===== src/rtl/prescaled_cmp_timer.sv =====
module prescaled_cmp_timer #(
  parameter int CNT_W = 32,
  parameter int PS_W  = 12
) (
  input  logic        clk,
  input  logic        rst_n,
  input  logic        tick_in,
  input  logic        wr_en,
  input  logic [2:0]  wr_addr,
  input  logic [31:0] wr_data,
  input  logic [2:0]  rd_addr,
  output logic [31:0] rd_data,
  output logic [2:0]  cmp_out,
  output logic        irq
);
  localparam int NCH = 3;
  localparam int NFL = NCH + 1;
  localparam logic [2:0] A_CTRL  = 3'd0;
  localparam logic [2:0] A_DIV   = 3'd1;
  localparam logic [2:0] A_FLAGS = 3'd2;
  localparam logic [2:0] A_IEN   = 3'd3;
  localparam logic [2:0] A_CMP0  = 3'd4;
  localparam logic [2:0] A_CNT   = 3'd7;
  localparam logic [2:0] M_TOG = 3'd1, M_LOW = 3'd2, M_HIGH = 3'd3, M_PULSE = 3'd4;

  logic                      run, restart, zstart, srst_q;
  logic [NCH-1:0][2:0]       mode;
  logic [PS_W-1:0]           div_m1, pcnt;
  logic [NFL-1:0]            flags, ien;
  logic [NCH-1:0][CNT_W-1:0] cmp;
  logic [CNT_W-1:0]          cnt;
  logic [NCH-1:0]            pin, pend;

  wire             wr_ctrl     = wr_en && (wr_addr == A_CTRL);
  wire             ptick       = run && tick_in && (pcnt >= div_m1);
  wire             start       = wr_ctrl && wr_data[0] && !run && wr_data[2];
  wire [NFL-1:0]   flag_clr    = (wr_en && wr_addr == A_FLAGS) ? wr_data[NFL-1:0] : '0;
  wire [NCH-1:0]   force_s     = wr_ctrl ? wr_data[13 +: NCH] : '0;
  logic [NCH-1:0]  match;
  wire             restart_hit = restart && match[0];
  wire             wrap        = ptick && !restart_hit && (&cnt);

  always_comb
    for (int i = 0; i < NCH; i++) match[i] = ptick && (cnt == cmp[i]);

  always_ff @(posedge clk or negedge rst_n) begin
    if (!rst_n) begin
      run <= 1'b0; restart <= 1'b0; zstart <= 1'b0; srst_q <= 1'b0;
      mode <= '0; div_m1 <= '0; pcnt <= '0; flags <= '0; ien <= '0;
      cmp <= '0; cnt <= '0;
    end else if (srst_q) begin
      run <= 1'b0; restart <= 1'b0; zstart <= 1'b0; srst_q <= 1'b0;
      mode <= '0; div_m1 <= '0; pcnt <= '0; flags <= '0; ien <= '0;
      cmp <= '0; cnt <= '0;
    end else begin
      srst_q <= wr_ctrl && wr_data[3];
      if (wr_ctrl) begin
        run     <= wr_data[0];
        restart <= wr_data[1];
        zstart  <= wr_data[2];
        for (int i = 0; i < NCH; i++) mode[i] <= wr_data[4 + 3*i +: 3];
      end
      if (wr_en && wr_addr == A_DIV) div_m1 <= wr_data[PS_W-1:0];
      if (wr_en && wr_addr == A_IEN) ien <= wr_data[NFL-1:0];
      for (int i = 0; i < NCH; i++)
        if (wr_en && wr_addr == A_CMP0 + 3'(i)) cmp[i] <= wr_data[CNT_W-1:0];
      if (start)            cnt <= '0;
      else if (restart_hit) cnt <= '0;
      else if (ptick)       cnt <= cnt + 1'b1;
      if (start || ptick)       pcnt <= '0;
      else if (run && tick_in)  pcnt <= pcnt + 1'b1;
      flags <= (flags & ~flag_clr) | {wrap, match};
    end
  end

  always_ff @(posedge clk or negedge rst_n) begin
    if (!rst_n) begin
      pin <= '0; pend <= '0;
    end else if (srst_q) begin
      pin <= '0; pend <= '0;
    end else begin
      for (int i = 0; i < NCH; i++) begin
        if (ptick && pend[i]) begin
          pin[i]  <= 1'b1;
          pend[i] <= 1'b0;
        end
        if (match[i] || force_s[i]) begin
          case (mode[i])
            M_TOG:   begin pin[i] <= ~pin[i]; pend[i] <= 1'b0; end
            M_LOW:   begin pin[i] <= 1'b0;    pend[i] <= 1'b0; end
            M_HIGH:  begin pin[i] <= 1'b1;    pend[i] <= 1'b0; end
            M_PULSE: begin pin[i] <= 1'b0;    pend[i] <= 1'b1; end
            default: ;
          endcase
        end
      end
    end
  end

  always_comb begin
    case (rd_addr)
      A_CTRL:  rd_data = {16'd0, 3'd0, mode[2], mode[1], mode[0], srst_q, zstart, restart, run};
      A_DIV:   rd_data = 32'(div_m1);
      A_FLAGS: rd_data = 32'(flags);
      A_IEN:   rd_data = 32'(ien);
      A_CNT:   rd_data = 32'(cnt);
      default: rd_data = 32'(cmp[rd_addr - A_CMP0]);
    endcase
  end

  assign cmp_out = pin;
  assign irq     = |(flags & ien);
endmodule


===== config.mk =====
export PLATFORM = sky130hd
export DESIGN_NAME = prescaled_cmp_timer
export DESIGN_NICKNAME = d
export VERILOG_FILES = /design/src/rtl/prescaled_cmp_timer.sv
export SDC_FILE = /design/constraint.sdc
export NUM_CORES = 1
export LEC_CHECK = 0
export BUFFER_PORTS_ARGS = -buffer_cell sky130_fd_sc_hd__buf_2
export CAP_MARGIN = 20
export CORE_ASPECT_RATIO = 0.5
export CORE_MARGIN = 2
export CORE_UTILIZATION = 61
export CTS_CLUSTER_DIAMETER = 40
export DETAILED_ROUTE_END_ITERATION = 8
export PLACE_DENSITY = 0.81
export REMOVE_ABC_BUFFERS = 1
export SYNTH_ARGS = -nofsm -noshare
export SYNTH_HDL_FRONTEND = slang
export SYNTH_SLANG_ARGS = --single-unit

===== constraint.sdc =====
create_clock -name clk -period 3.02 [get_ports clk]
set_input_delay 0.453 -clock clk [delete_from_list [all_inputs] [get_ports clk]]
set_output_delay 0.453 -clock clk [all_outputs]
set_load 0.02 [all_outputs]

==> flow_summary.toml <==
[final_layout]
drive_above_1_share = 0.142
syn_to_final_growth_pct = 8.98
antenna_cells = 0
fin_nets = 1322
final_area_um2 = 11800

[pwr]
p_sw_mw = 2.30
p_clk_frac = 0.336
p_per_area_nw_per_um2 = 596
p_total_mw = 7.02
internal-power_mw = 4.72
combPwrFrac = 0.222
p_leak_nw = 5.12
seqPwrFrac = 0.442
vdd_ir_drop_max_mv = 0.421
p_sw_frac = 0.327

[synth]
synth_ff_type = "dfrtp_1"
syn_avg_cell_area_um2 = 8.65
seq_area_frac_synth = 0.414
synth-simple-area-share = 0.215
synth_cells = 1251
yosys.area_share.xor_xnor = 0.108
yosys.area.top_type = "dfrtp_1"
synth_edf_count = 0
synth_cell_types = 55
muxShareOfSynthArea = 0.0615
yosys-top-cells-area = "dfrtp_1 (41%), nand2_1 (10%), xnor2_1 (8.3%)"
synthTopCellsByCount = "nand2_1 (293), dfrtp_1 (179), a21oi_1 (148), xnor2_1 (102), nor2_1 (96)"
async_flop_share = 1.00
synthAdderAreaFrac = 0.0162
synth_top_area_share = 0.414
ys_seq_elements = 179
ys_warn_count = 0
synth_top_family_by_area = "simple AND/OR/NAND/NOR gates"
synth.cell_area_um2 = 10800
yosysMostFrequentCell = "nand2_1"
synth-compound-area-share = 0.120

[clocking]
cts_num_sinks = 179
cts_hold_buf = 0
postCtsSetupBuffers = 0
clock_latency_ps = 440
clockBufferDepth = 2
cts_tree = "done"
postCtsResizedCells = 0
path_clk_slew_ps = 70
numCtsBuffers = 17
h-tree-depth = 4
ctsRootBufferMaster = "clkbuf_16"

[sta]
slew_viol_final = 0
hold_violations = 0
timing.final.crit_period_ps = 2840
timing.hold.ws_ps = 36.1
period_share = 0.940
fin_skew_ps = 17.7
fmaxAchievable_ghz = 0.352
tightest_slew_ps = 790
setup_viol = 0
slew-limit-headroom = 0.473
rsz0062_at_grt = "false"

[run_status]
status = "finished clean"

[floorplan]
num_io_pins = 78
core-area_um2 = 17400
initial_core_util = 0.623
die_x_um = 192
rows = 34
die_h_um = 98.2
die-area_um2 = 18900

[drt]
postRouteAntennaNets = 0
drc = 0
first_pass_iters = 6
routed_wirelength_mm = 32.5
drt_iter0_drc = 1197
num_vias = 9807
detail_route.wl_per_cell_um = 21.5
via_per_inst = 6.49

[worst_setup_path]
crit_family = "compound AO/OA/AOI/OAI gates"
cp_data_arrival_time_ps = 3190
cp_slowest_stage_delay_ps = 450
crit_buf_inv = 2
cp_max_fo = 23
crit_required_ps = 3370
cp_slowest_cell = "a22oi_2"
endpoint_kind = "register"
path_class = "register to register"
cp-start-kind = "register"
crit_path_cell_trace = "ha_1 > a211o_1 > a31oi_1 > o221ai_1 > a22oi_2 > buf_12 > buf_4 > nand2_1 > a21oi_1"

[grt]
grt-ovfl-total = 0
top_usage_layer = "met2"
grt_pass1_wl_mm = 51.2
antenna_found_initial = 0
grt_util_all_layers = 0.356
grt_max_degree = 136
grt_pass1_vias = 9499
use_met3 = 0.111
grt_use_met2 = 0.533
grtUsageMet1 = 0.491

[placement]
placed_area_um2 = 11200
hpwlAfterDp_mm = 21.7
gp_congestion = 0.927
portBuffers = 77

[flow_run]
max_cap_viol_count = 0

[worst_hold_path]
hold_path.class = "primary input to async pin"
routing by layer:
metal  vias to the layer above  part of all wire
met3                        87              0.13
met2                       652              0.45
li1                       4258                 -
met5                         -                 0
met4                         0             0.025
met1                      4810              0.39
state kept, by name, summed over array words and instances, names as in the netlist:
name / flops
cnt: 32
pend: 3
ien: 4
restart: 1
cmp_out: 3
flags: 4
pcnt: 12
div_m1: 12
mode: 9
srst_q: 1
zstart: 1
cmp: 96
run: 1
logic make-up after synthesis:
kind of cell	count (synthesis)
AO/OA/AOI/OAI	225
flip-flops	179
multiplexers	41
XOR/XNOR	134
buffers and inverters	134
adder cells (fa/ha/maj)	14
AND/OR/NAND/NOR	524
power by group through the flow:
stage               logic (mW)  registers (mW)  clock network (mW)
floorplan                0.979            3.05                   0
global placement          1.46            3.11                   0
finish                    1.56            3.11                2.36
CTS                       1.53            3.09                2.35
global route              1.70            3.15                2.44
detailed placement        1.52            3.13                   0
path summary, 6_finish.rpt:
| check | startpoint | end | slack (ps) | cells after the start |
|---|---|---|---|---|
| worst max register to register | pcnt[2] | pcnt[8] | 180 | 9 |
| min in group clk | wr_data[28] | cmp[28] | 250 | 3 |
| worst min-delay path | rst_n | cmp[93] | 40 | 1 |
| max in group asynchronous | rst_n | srst_q | 2140 | 2 |
| worst max-delay path | pcnt[2] | pcnt[8] | 180 | 9 |
| worst min register to register | div_m1[1] | div_m1[1] | 540 | 2 |
cells in the final DEF, fill, tap and decap left out, drive strengths merged, types with 4 or more instances in the layout:
cell    count
mux4       19
o22ai      22
ha         14
nor3       15
xnor2     102
a211oi      4
o31ai       4
buf       106
and2       25
nor2       96
nand3      15
nand4      36
mux2       14
and3        4
nor4       15
nor2b       4
nand3b      4
nand2     293
and4        4
a21oi     148
inv        30
clkbuf     19
xor2       32
mux2i       8
or3         6
o21ai      16
dfrtp     179
a22oi       4
a221oi     11
through the flow:
| step | std cells | utilization | worst slack, ps | TNS (ps) |
|---|---|---|---|---|
| 3_5_place_dp | 1481 | 0.645 | 285 | 0 |
| 5_1_grt | 1512 | 0.679 | 114 | 0 |
| 6_report | 1512 | 0.679 | 182 | 0 |
| 4_1_cts | 1512 | 0.679 | 240 | 0 |
| 2_1_floorplan | 1141 | - | -663 | -16520 |
| 3_3_place_gp | 1481 | 0.645 | 371 | 0 |
worst register-to-register path: cells and delay by family, from the launching register on:
| family | cells | cell delay (ps) |
|---|---|---|
| compound gates | 5 | 1320 |
| fa+ha+maj | 1 | 320 |
| buf+inv | 2 | 450 |
| flops | 1 | 440 |
| simple gates | 1 | 220 |
area by class of cell:
class / instances / area [um^2]
Clock buffer: 19 / 433
Clock inverter: 12 / 169
Fill cell: 1326 / 5570
Inverter: 24 / 90.1
Multi-Input combinational cell: 938 / 5650
Sequential cell: 179 / 4480
Tap cell: 234 / 293
Timing Repair Buffer: 106 / 672
Note: power is estimated with default switching activity, not from simulation.
